**src/rtl/tos_pkg.sv**
```systemverilog
package tos_pkg;
   typedef enum logic [2:0] {
      TOS_NOP       = 3'd0,
      TOS_INIT      = 3'd1,
      TOS_PUSH      = 3'd2,
      TOS_STORE     = 3'd3,
      TOS_STORE_POP = 3'd4,
      TOS_XCHG      = 3'd5,
      TOS_WRITE     = 3'd6,
      TOS_WRITE_POP = 3'd7
   } tos_op_e;
endpackage

```
**src/rtl/tos_tag_bank.sv**
```systemverilog
module tos_tag_bank #(
   parameter int IDX_W = 3,
   localparam int DEPTH = 1 << IDX_W
) (
   input  logic             clk,
   input  logic             rst_n,
   input  logic             clr_all,
   input  logic             set_en,
   input  logic [IDX_W-1:0] set_addr,
   input  logic             clr_en,
   input  logic [IDX_W-1:0] clr_addr,
   output logic [DEPTH-1:0] tag_q
);
   always_ff @(posedge clk) begin
      if (!rst_n || clr_all) begin
         tag_q <= '0;
      end else begin
         for (int e = 0; e < DEPTH; e++) begin
            if (set_en && set_addr == IDX_W'(e))      tag_q[e] <= 1'b1;
            else if (clr_en && clr_addr == IDX_W'(e)) tag_q[e] <= 1'b0;
         end
      end
   end

   a_r1_tags_cleared: assert property (@(posedge clk) disable iff (!rst_n)
      clr_all |=> (tag_q == '0));
endmodule

```
**src/rtl/tos_entry_array.sv**
```systemverilog
module tos_entry_array #(
   parameter int DATA_W = 80,
   parameter int IDX_W  = 3,
   parameter int N_RD   = 4,
   localparam int DEPTH = 1 << IDX_W
) (
   input  logic              clk,
   input  logic              rst_n,
   input  logic              wr0_en,
   input  logic [IDX_W-1:0]  wr0_addr,
   input  logic [DATA_W-1:0] wr0_data,
   input  logic              wr1_en,
   input  logic [IDX_W-1:0]  wr1_addr,
   input  logic [DATA_W-1:0] wr1_data,
   input  logic [IDX_W-1:0]  rd_addr [N_RD],
   output logic [DATA_W-1:0] rd_data [N_RD]
);
   logic [DATA_W-1:0] mem [DEPTH];

   always_ff @(posedge clk) begin
      for (int e = 0; e < DEPTH; e++) begin
         if (wr1_en && wr1_addr == IDX_W'(e))      mem[e] <= wr1_data;
         else if (wr0_en && wr0_addr == IDX_W'(e)) mem[e] <= wr0_data;
      end
   end

   for (genvar p = 0; p < N_RD; p++) begin : g_rd
      assign rd_data[p] = mem[rd_addr[p]];
   end

   // a lone write lands in the addressed entry on the next cycle
   a_r7_write_lands: assert property (@(posedge clk) disable iff (!rst_n)
      (wr0_en && !(wr1_en && wr1_addr == wr0_addr))
         |=> (mem[$past(wr0_addr)] == $past(wr0_data)));
endmodule

```
**src/rtl/tos_ctrl.sv**
```systemverilog
module tos_ctrl
   import tos_pkg::*;
#(
   parameter int IDX_W = 3,
   localparam int DEPTH = 1 << IDX_W
) (
   input  logic             clk,
   input  logic             rst_n,
   input  tos_op_e          op,
   input  logic [IDX_W-1:0] idx,
   input  logic [DEPTH-1:0] tag_vec,
   output logic [IDX_W-1:0] top_q,
   output logic [IDX_W-1:0] sel_addr,
   output logic             ovf_q,
   output logic             unf_q,
   output logic             wr0_en,
   output logic [IDX_W-1:0] wr0_addr,
   output logic             wr0_swap,
   output logic             wr1_en,
   output logic [IDX_W-1:0] wr1_addr,
   output logic             tag_set_en,
   output logic [IDX_W-1:0] tag_set_addr,
   output logic             tag_clr_en,
   output logic [IDX_W-1:0] tag_clr_addr,
   output logic             tag_clr_all
);
   logic [IDX_W-1:0] top_d, push_slot;
   logic             top_ok, sel_ok, ovf_set, unf_set;

   assign sel_addr  = top_q + idx;
   assign push_slot = top_q - 1'b1;
   assign top_ok    = tag_vec[top_q];
   assign sel_ok    = tag_vec[sel_addr];

   always_comb begin
      top_d = top_q;       ovf_set = 1'b0;     unf_set = 1'b0;
      wr0_en = 1'b0;       wr0_addr = top_q;   wr0_swap = 1'b0;
      wr1_en = 1'b0;       wr1_addr = sel_addr;
      tag_set_en = 1'b0;   tag_set_addr = push_slot;
      tag_clr_en = 1'b0;   tag_clr_addr = top_q;
      tag_clr_all = 1'b0;
      unique case (op)
         TOS_INIT: begin
            tag_clr_all = 1'b1;
            top_d       = '0;
         end
         TOS_PUSH: begin
            if (tag_vec[push_slot]) ovf_set = 1'b1;
            else begin
               wr0_en = 1'b1;  wr0_addr = push_slot;
               tag_set_en = 1'b1;
               top_d = push_slot;
            end
         end
         TOS_STORE: unf_set = !top_ok;
         TOS_STORE_POP: begin
            if (!top_ok) unf_set = 1'b1;
            else begin
               tag_clr_en = 1'b1;
               top_d = top_q + 1'b1;
            end
         end
         TOS_XCHG: begin
            if (!(top_ok && sel_ok)) unf_set = 1'b1;
            else begin
               wr0_en = 1'b1;  wr0_swap = 1'b1;
               wr1_en = 1'b1;
            end
         end
         TOS_WRITE, TOS_WRITE_POP: begin
            if (!(top_ok && sel_ok)) unf_set = 1'b1;
            else begin
               wr0_en = 1'b1;  wr0_addr = sel_addr;
               if (op == TOS_WRITE_POP) begin
                  tag_clr_en = 1'b1;
                  top_d = top_q + 1'b1;
               end
            end
         end
         default: ;
      endcase
   end

   always_ff @(posedge clk) begin
      if (!rst_n || op == TOS_INIT) begin
         top_q <= '0;
         ovf_q <= 1'b0;
         unf_q <= 1'b0;
      end else begin
         top_q <= top_d;
         ovf_q <= ovf_q | ovf_set;
         unf_q <= unf_q | unf_set;
      end
   end

   a_r1_init_clears: assert property (@(posedge clk) disable iff (!rst_n)
      (op == TOS_INIT) |=> (top_q == '0 && !ovf_q && !unf_q));
   a_r2_push_lowers_top: assert property (@(posedge clk) disable iff (!rst_n)
      (op == TOS_PUSH && !tag_vec[top_q - 1'b1])
         |=> (top_q == IDX_W'($past(top_q) - 1'b1)) && tag_vec[top_q]);
   a_r3_no_overflow: assert property (@(posedge clk) disable iff (!rst_n)
      (op == TOS_PUSH && tag_vec[top_q - 1'b1])
         |=> (ovf_q && top_q == $past(top_q) && tag_vec == $past(tag_vec)));
   a_r5_pop_frees_top: assert property (@(posedge clk) disable iff (!rst_n)
      (op == TOS_STORE_POP && tag_vec[top_q])
         |=> (top_q == IDX_W'($past(top_q) + 1'b1)) && !tag_vec[$past(top_q)]);
   a_r9_underflow_freezes: assert property (@(posedge clk) disable iff (!rst_n)
      unf_set |=> (unf_q && top_q == $past(top_q) && tag_vec == $past(tag_vec)));
   a_r10_flags_sticky: assert property (@(posedge clk) disable iff (!rst_n)
      ((ovf_q || unf_q) && op != TOS_INIT)
         |=> ((ovf_q || !$past(ovf_q)) && (unf_q || !$past(unf_q))));
endmodule

```
**src/rtl/tos_regfile.sv**
```systemverilog
module tos_regfile
   import tos_pkg::*;
#(
   parameter int DATA_W = 80,
   parameter int IDX_W  = 3
) (
   input  logic              clk,
   input  logic              rst_n,
   input  logic [2:0]        op_code,
   input  logic [IDX_W-1:0]  op_idx,
   input  logic [DATA_W-1:0] op_data,
   input  logic [IDX_W-1:0]  rd_idx_a,
   output logic [DATA_W-1:0] rd_data_a,
   output logic              rd_valid_a,
   input  logic [IDX_W-1:0]  rd_idx_b,
   output logic [DATA_W-1:0] rd_data_b,
   output logic              rd_valid_b,
   output logic [IDX_W-1:0]  tos_ptr,
   output logic              stk_overflow,
   output logic              stk_underflow
);
   localparam int DEPTH = 1 << IDX_W;
   localparam int N_RD  = 4;

   if (DATA_W < 1) begin : g_bad_width
      $error("tos_regfile: DATA_W must be at least 1");
   end
   if (IDX_W < 1 || IDX_W > 6) begin : g_bad_depth
      $error("tos_regfile: IDX_W must be between 1 and 6");
   end

   tos_op_e           op;
   logic [DEPTH-1:0]  tag_q;
   logic [IDX_W-1:0]  top_q, sel_addr, wr0_addr, wr1_addr;
   logic [IDX_W-1:0]  tag_set_addr, tag_clr_addr;
   logic              wr0_en, wr0_swap, wr1_en;
   logic              tag_set_en, tag_clr_en, tag_clr_all;
   logic [DATA_W-1:0] wr0_data;
   logic [IDX_W-1:0]  rd_addr [N_RD];
   logic [DATA_W-1:0] rd_data [N_RD];

   assign op = tos_op_e'(op_code);

   tos_ctrl #(.IDX_W(IDX_W)) u_ctrl (
      .clk, .rst_n, .op, .idx(op_idx), .tag_vec(tag_q),
      .top_q, .sel_addr, .ovf_q(stk_overflow), .unf_q(stk_underflow),
      .wr0_en, .wr0_addr, .wr0_swap, .wr1_en, .wr1_addr,
      .tag_set_en, .tag_set_addr, .tag_clr_en, .tag_clr_addr, .tag_clr_all
   );

   tos_tag_bank #(.IDX_W(IDX_W)) u_tags (
      .clk, .rst_n, .clr_all(tag_clr_all),
      .set_en(tag_set_en), .set_addr(tag_set_addr),
      .clr_en(tag_clr_en), .clr_addr(tag_clr_addr),
      .tag_q
   );

   // ports 0/1 face the outside, 2 feeds the swap from ST(i), 3 the swap from ST(0)
   assign rd_addr[0] = top_q + rd_idx_a;
   assign rd_addr[1] = top_q + rd_idx_b;
   assign rd_addr[2] = sel_addr;
   assign rd_addr[3] = top_q;

   assign wr0_data = wr0_swap ? rd_data[2] : op_data;

   tos_entry_array #(.DATA_W(DATA_W), .IDX_W(IDX_W), .N_RD(N_RD)) u_array (
      .clk, .rst_n,
      .wr0_en, .wr0_addr, .wr0_data,
      .wr1_en, .wr1_addr, .wr1_data(rd_data[3]),
      .rd_addr, .rd_data
   );

   assign rd_data_a  = rd_data[0];
   assign rd_data_b  = rd_data[1];
   assign rd_valid_a = tag_q[rd_addr[0]];
   assign rd_valid_b = tag_q[rd_addr[1]];
   assign tos_ptr    = top_q;

   // an exchange leaves both involved entries occupied
   a_r6_swap_keeps_tags: assert property (@(posedge clk) disable iff (!rst_n)
      (wr0_swap && wr1_en) |=> (tag_q[$past(wr1_addr)] && tag_q[$past(wr0_addr)]));
endmodule

```
**config.mk**
```make
export PLATFORM = sky130hd
export DESIGN_NAME = tos_regfile
export DESIGN_NICKNAME = d
export VERILOG_FILES = /design/src/rtl/tos_pkg.sv /design/src/rtl/tos_tag_bank.sv /design/src/rtl/tos_entry_array.sv /design/src/rtl/tos_ctrl.sv /design/src/rtl/tos_regfile.sv
export SDC_FILE = /design/constraint.sdc
export NUM_CORES = 2
export LEC_CHECK = 0
export ABC_CLOCK_PERIOD_IN_PS = 17100
export BUFFER_PORTS_ARGS = -buffer_cell sky130_fd_sc_hd__buf_4
export CORE_MARGIN = 2
export CORE_UTILIZATION = 40
export DETAILED_ROUTE_END_ITERATION = 16
export GPL_TIMING_DRIVEN = 0
export PLACE_DENSITY_LB_ADDON = 0.12
export SLEW_MARGIN = 10
export SYNTH_ARGS = -nofsm -noshare
export SYNTH_HDL_FRONTEND = slang
export SYNTH_SLANG_ARGS = --single-unit
```
**constraint.sdc**
```tcl
create_clock -name clk -period 17.1 [get_ports clk]
set_input_delay 4.275 -clock clk [delete_from_list [all_inputs] [get_ports clk]]
set_output_delay 4.275 -clock clk [all_outputs]
set_load 0.02 [all_outputs]
```
Word-level counts from Yosys, hierarchy flattened

Memory sizes are Yosys's and may differ from the RTL's. A register that Yosys moved wholly into a read port is not among the register bits.
Index checks and enable logic that the tools add are counted.
W data, S select, Z words.

Add/subtract/negate cells: 5
Reductions and logical operators: 53
Multiplexer cells: 99
Equality and inequality tests: 38
Bitwise gates (word level): 10
Magnitude comparators: 5

Operator list:

| cell                  | number |
|---|---|
| $mux W80              | 9 |
| $mux W1               | 73 |
| $eq A3 B3 Y1 const B  | 20 |
| $logic_and A1 B1 Y1   | 33 |
| $eq A3 B2 Y1 const B  | 10 |
| $mux W3               | 7 |
| $lt A3 B4 Y1 const B  | 5 |
| $reduce_bool A2 Y1    | 8 |
| $bmux W1 S3           | 5 |
| $eq A3 B1 Y1 const B  | 5 |
| $logic_not A3 Y1      | 4 |
| $pmux W3 S4           | 1 |
| $or A1 B1 Y1          | 10 |
| $add A3 B3 Y3         | 3 |
| $ne A2 B1 Y1 const B  | 3 |
| $pmux W3 S2           | 1 |
| $pmux W1 S2           | 2 |
| $reduce_and A4 Y1     | 1 |
| $reduce_bool A4 Y1    | 1 |
| $add A3 B1 Y3 const B | 1 |
| $pmux W1 S3           | 1 |
| $reduce_or A3 Y1      | 1 |
| $sub A3 B1 Y3 const B | 1 |
| $logic_not A1 Y1      | 2 |
| 2 further kinds       | 3 |

Memories kept: 1
Bits in writable memories: 640
Flip-flop bits (word level): 13
Logic and storage cells: 222
Input bits: 94

Memories:

| name        | depth | width | rd ports | clocked after memory_dff | wr ports | line                  | text |
|---|---|---|---|---|---|---|---|
| u_array.mem | 8     | 80    | 4        | 1                        | 8        | tos_entry_array.sv:18 | `logic [DATA_W-1:0] mem [DEPTH];` |

Longest topological paths before layout

Depth in word-level cells: 12
Depth in mapped cells: 13
Gate-level depth less buffers: 9

Modules after synthesis

A second synthesis with hierarchy kept.

Cells, all modules: 2760
Area total of the unflattened synthesis: 48579.1 sq um

By module, submodules not included:

| module          | times used | sequential area each (sq um) | area an instance (sq um) | cells an instance |
|---|---|---|---|---|
| tos_entry_array | 1          | 19218.4                      | 46121.7                  | 2526 |
| tos_regfile     | 1          | 0.0                          | 1212.4                   | 108 |
| tos_ctrl        | 1          | 100.1                        | 875.8                    | 94 |
| tos_tag_bank    | 1          | 160.2                        | 369.1                    | 32 |

Least setup slack after synthesis

No wires, ideal clock.

Path kind: in2reg
Start point: input op_idx[0]
End point: memory u_array.mem[1][0], enable pin
Cell stages on the path: 9
Path buffers: 1
Required time: 16.459 ns
Path slack: 3.988 ns
Data arrival time: 12.471 ns
Library setup time: 0.641 ns
Cell sequence: ha_1 -> fa_1 -> mux4_2 -> mux2_2 -> nand3_1 -> o221a_1 -> nand2b_1 -> clkbuf_1 -> o32ai_1

RTL lines:

| item        | line                  | text |
|---|---|---|
| from (decl) | tos_regfile.sv:10     | `input logic [IDX_W-1:0] op_idx,` |
| to (decl)   | tos_entry_array.sv:18 |  |

Worst setup path in the final report

Start point: input rd_idx_a[0]
End point: output rd_data_a[61]

Word-level cells in the longest chain between the ends: 2

Ends and longest elaborated chain:

| item           | line              | text |
|---|---|---|
| from (decl)    | tos_regfile.sv:12 | `input logic [IDX_W-1:0] rd_idx_a,` |
| $add A3 B3 Y3  | tos_regfile.sv:59 | `assign rd_addr[0] = top_q + rd_idx_a;` |
| $mem_v2 Z8 W80 | n/a               |  |
| to (decl)      | tos_regfile.sv:13 | `output logic [DATA_W-1:0] rd_data_a,` |

Every way passes these cells.

==> summary.md <==
### Synthesis
• 640 — number of enable flip-flop cells after synthesis
• 0 — yosys warns
• 40.76% — area fraction of the dominant cell type after synthesis
• 0% — asr flop ratio synth
• edfxtp_1 — most area-hungry cell type in the Yosys netlist
• 41.44% — portion of the post-synthesis area used by sequential elements
• edfxtp_1 — predominant post-synthesis flop cell
• 2857 — Syn Inst Count
• edfxtp_1 (41%), mux4_2 (31%), mux2i_1 (17%) — leading post-synthesis cells by cell area
• 47 — count of cell types in the netlist
• 16.50 um^2 — average size of a mapped cell
• 656 — number of register bits inferred by synthesis
• 2966 — post-synth net total
• 47150 um^2 — cell area after synthesis

### Worst setup path
• output port — kind of end point of the critical path
• 8.77 ns — arrival time at the worst endpoint
• primary input — element type at the critical path start
• buf_4 -> ha_1 -> fa_1 -> xnor2_1 -> xnor2_2 -> clkbuf_1 -> clkbuf_1 -> mux4_2 -> mux2_2 -> buf_4 — cell breakdown of the critical path
• 10 — total number of cells along the worst setup path
• 10 — maximum fanout along the worst path
• in2out — classification of the worst setup path
• buffers and inverters — category of cells accounting for the largest share of critical-path delay
• 1.05 ns — stage delay of the slowest cell on the critical path
• 12.82 ns — data required time at the worst endpoint
• 10 — Register-to-Register Path Depth
• clkbuf_1 — slowest CP cell
• 4 — Crit path buffers/inverters

### Power
• 38.9% — Seq pwr share
• 4637 uW — total power
• 0.01929 uW — Static Leak
• 28.68% — switching portion of total power
• 22.5% — combinational share of power
• 3307 uW — internal power
• 1330 uW — switching power total
• 38.7% — Clk network pwr share
• 0.00007743 V — Peak supply drop
• 84.55 nW/um^2 — power per cell area

### Clock network
• 656 — Clock Sinks
• 80 — Num CTS Buffers
• 0 — Resize count post-CTS
• 0.07 ns — clock-pin slew of the registers on the worst-case setup and hold paths
• 0.66 ns — clock insertion delay at the later pin of the skew report
• clkbuf_16 — cell at the root of the clock tree
• yes — TritonCTS clock tree
• 0 — number of hold-repair buffers added at the cts stage
• 3 — clock tree buffer depth
• 0 — number of buffers inserted by post-CTS setup repair
• 3 — depth of the CTS H-tree

### STA
• 0 — number of failing hold endpoints at the final stage
• 0 — final setup vio count
• 13.05 ns — Final Critical Period
• false — setup repair after global routing missed its margin
• 4.050 ns — PnR worst setup slack
• 0 ns — summed negative setup slack over all endpoints
• 76.31% — share of the clock period used by the worst path
• 1.361 ns — Worst Max-Slew Pin Slew
• 0 — Max Transition Viols Final
• 0.02327 ns — final worst clock skew
• 9.235% — Relative slew margins
• 0.07663 GHz — maximum clock frequency

### Routing
• 33110 — routed vias
• 37.83 um — per-cell routed wire length
• 4214 — number of DRC markers after the initial detailed-route iteration
• 6.857 — mean number of vias per cell
• 182700 um — Total Routed Length
• 0 — number of nets still failing antenna checks after routing
• 5 — number of optimization iterations in the first detailed-route pass
• 0 — number of design rule violations left after detail routing

### Cells and area
• 41.04% — fraction of final layout cells with drive strength greater than 1
• mux2i_1 — most frequent standard cell in the layout excluding fill and tap cells
• 16.32% — Area growth, synth to finish
• mux2i_1 (803), mux4_2 (650), edfxtp_1 (640) — highest-count cells in the layout ignoring fill and taps
• 47.07% — Core Util, Final
• 3354 — layout net count

### Worst hold path
• reg2reg — class of the tightest hold or removal check
• 2 — number of cells traversed by the worst hold path

### Floorplanning
• 120600 um^2 — Die ar.
• 116500 um^2 — Core ar.
• 261 — number of I/O pins
• 347.3 um — die height
• 125 — count of standard-cell rows
• 40.46% — effective utilization at floorplan
• 347.3 um — Die W

### Job
• 0 — Max Cap Violations

### Placed design
• 116900 um — placed wire-length estimate after detailed placement
• 260 — number of buffers inserted by port buffering
• 4.276 ns — worst slack after detailed placement
• 0.8857 — routability cong.

### Global route
• 255600 um — wire length of the first global-routing pass
• 36 — pin count of the biggest net entering global routing
• 3 — antenna violations before repair
• 34440 — via count of the first global-routing pass
• 29.86% — GRT Resource Usage Total
• 0 — total gr overflow

### Outcome
• finished clean — outcome

-- layer usage --
metal / track usage (%) / vias up / part of all wire, %
met3: 6.684 / 533 / 9.7
met5: 0.1200 / - / 0.0071
li1: - / 12960 / -
met2: 47.47 / 2192 / 47
met1: 38.99 / 17430 / 38
met4: 14.05 / 2 / 4.8
-- power groups by stage --
| stage | clock (uW) | sequential (uW) | combinational [uW] |
|---|---|---|---|
| 6_report | 1790 | 1800 | 1040 |
| 5_1_grt | 1860 | 1800 | 1090 |
| 4_1_cts | 1810 | 1800 | 1040 |
| 3_5_place_dp | 0 | 1840 | 1030 |
| 3_3_place_gp | 0 | 1840 | 1010 |
| 2_1_floorplan | 0 | 1830 | 657 |
-- kinds of logic after synthesis --
| group | Yosys count | synth area share, % |
|---|---|---|
| compound gates | 121 | 1.460 |
| xor+xnor | 6 | 0.1433 |
| fa+ha+maj | 15 | 0.4618 |
| buf+inv | 285 | 2.954 |
| flops | 656 | 41.44 |
| mux | 1619 | 52.12 |
| simple gates | 155 | 1.422 |
-- through the flow --
step                      instance area [um^2]  hold WS, ns  instances
after floorplan                          47150       0.4897       2857
after global placement                   51010       0.5473       4641
after detailed placement                 52160       0.5633       4686
after CTS                                54810       0.5756       4827
after global routing                     54840       0.5967       4828
final                                    54840       0.5887       4829
-- cell usage after synthesis, types with 10 or more instances --
master    number
mux2_2       164
inv_1         10
buf_1         52
mux2i_1      803
nand2_1       22
clkbuf_1     135
ha_1          11
mux4_2       650
a21oi_1       90
buf_2         60
edfxtp_1     640
nor2_1        97
dfxtp_1       16
-- path summary, 6_finish.rpt --
kind | from | endpoint | slack (ns)
setup reg to reg | u_ctrl.tag_clr_addr[0]$_SDFFE_PP0P_ | u_array.mem[2][78]$_DFFE_PP_ | 10.65
setup / recovery | rd_idx_a[0] | rd_data_a[61] | 4.05
hold reg to reg | u_tags.tag_q[0]$_SDFFE_PP0P_ | u_tags.tag_q[0]$_SDFFE_PP0P_ | 0.59
hold / removal | u_tags.tag_q[0]$_SDFFE_PP0P_ | u_tags.tag_q[0]$_SDFFE_PP0P_ | 0.59
-- registers in the layout, summed over array words and instances, names as in the netlist, named ones only --
name                 count
u_ctrl.ovf_q             1
u_ctrl.tag_clr_addr      3
u_array.mem            640
u_tags.tag_q             8
u_ctrl.unf_q             1
-- final cells by class --
cell class	count	area (um^2)
fill	10000	61670
clock buffer	89	2057
clock inverter	52	591.8
antenna	1	2.502
multi-input combinational	1916	26320
sequential	656	19540
buffer	274	1376
tap	1524	1907
timing repair buffer	306	3008
inverter	11	41.29
-- worst register-to-register path: stages (launching register included) --
cell and delay (ns):
dfxtp_1 0.54, ha_1 0.33, fa_1 0.62, clkbuf_1 0.79
clkbuf_1 0.93, clkbuf_1 0.90, nand4b_1 0.32, nand4b_1 0.19
buf_2 0.41, buf_1 0.88, mux2i_1 0.23
Note: power is estimated with default switching activity, not from simulation.
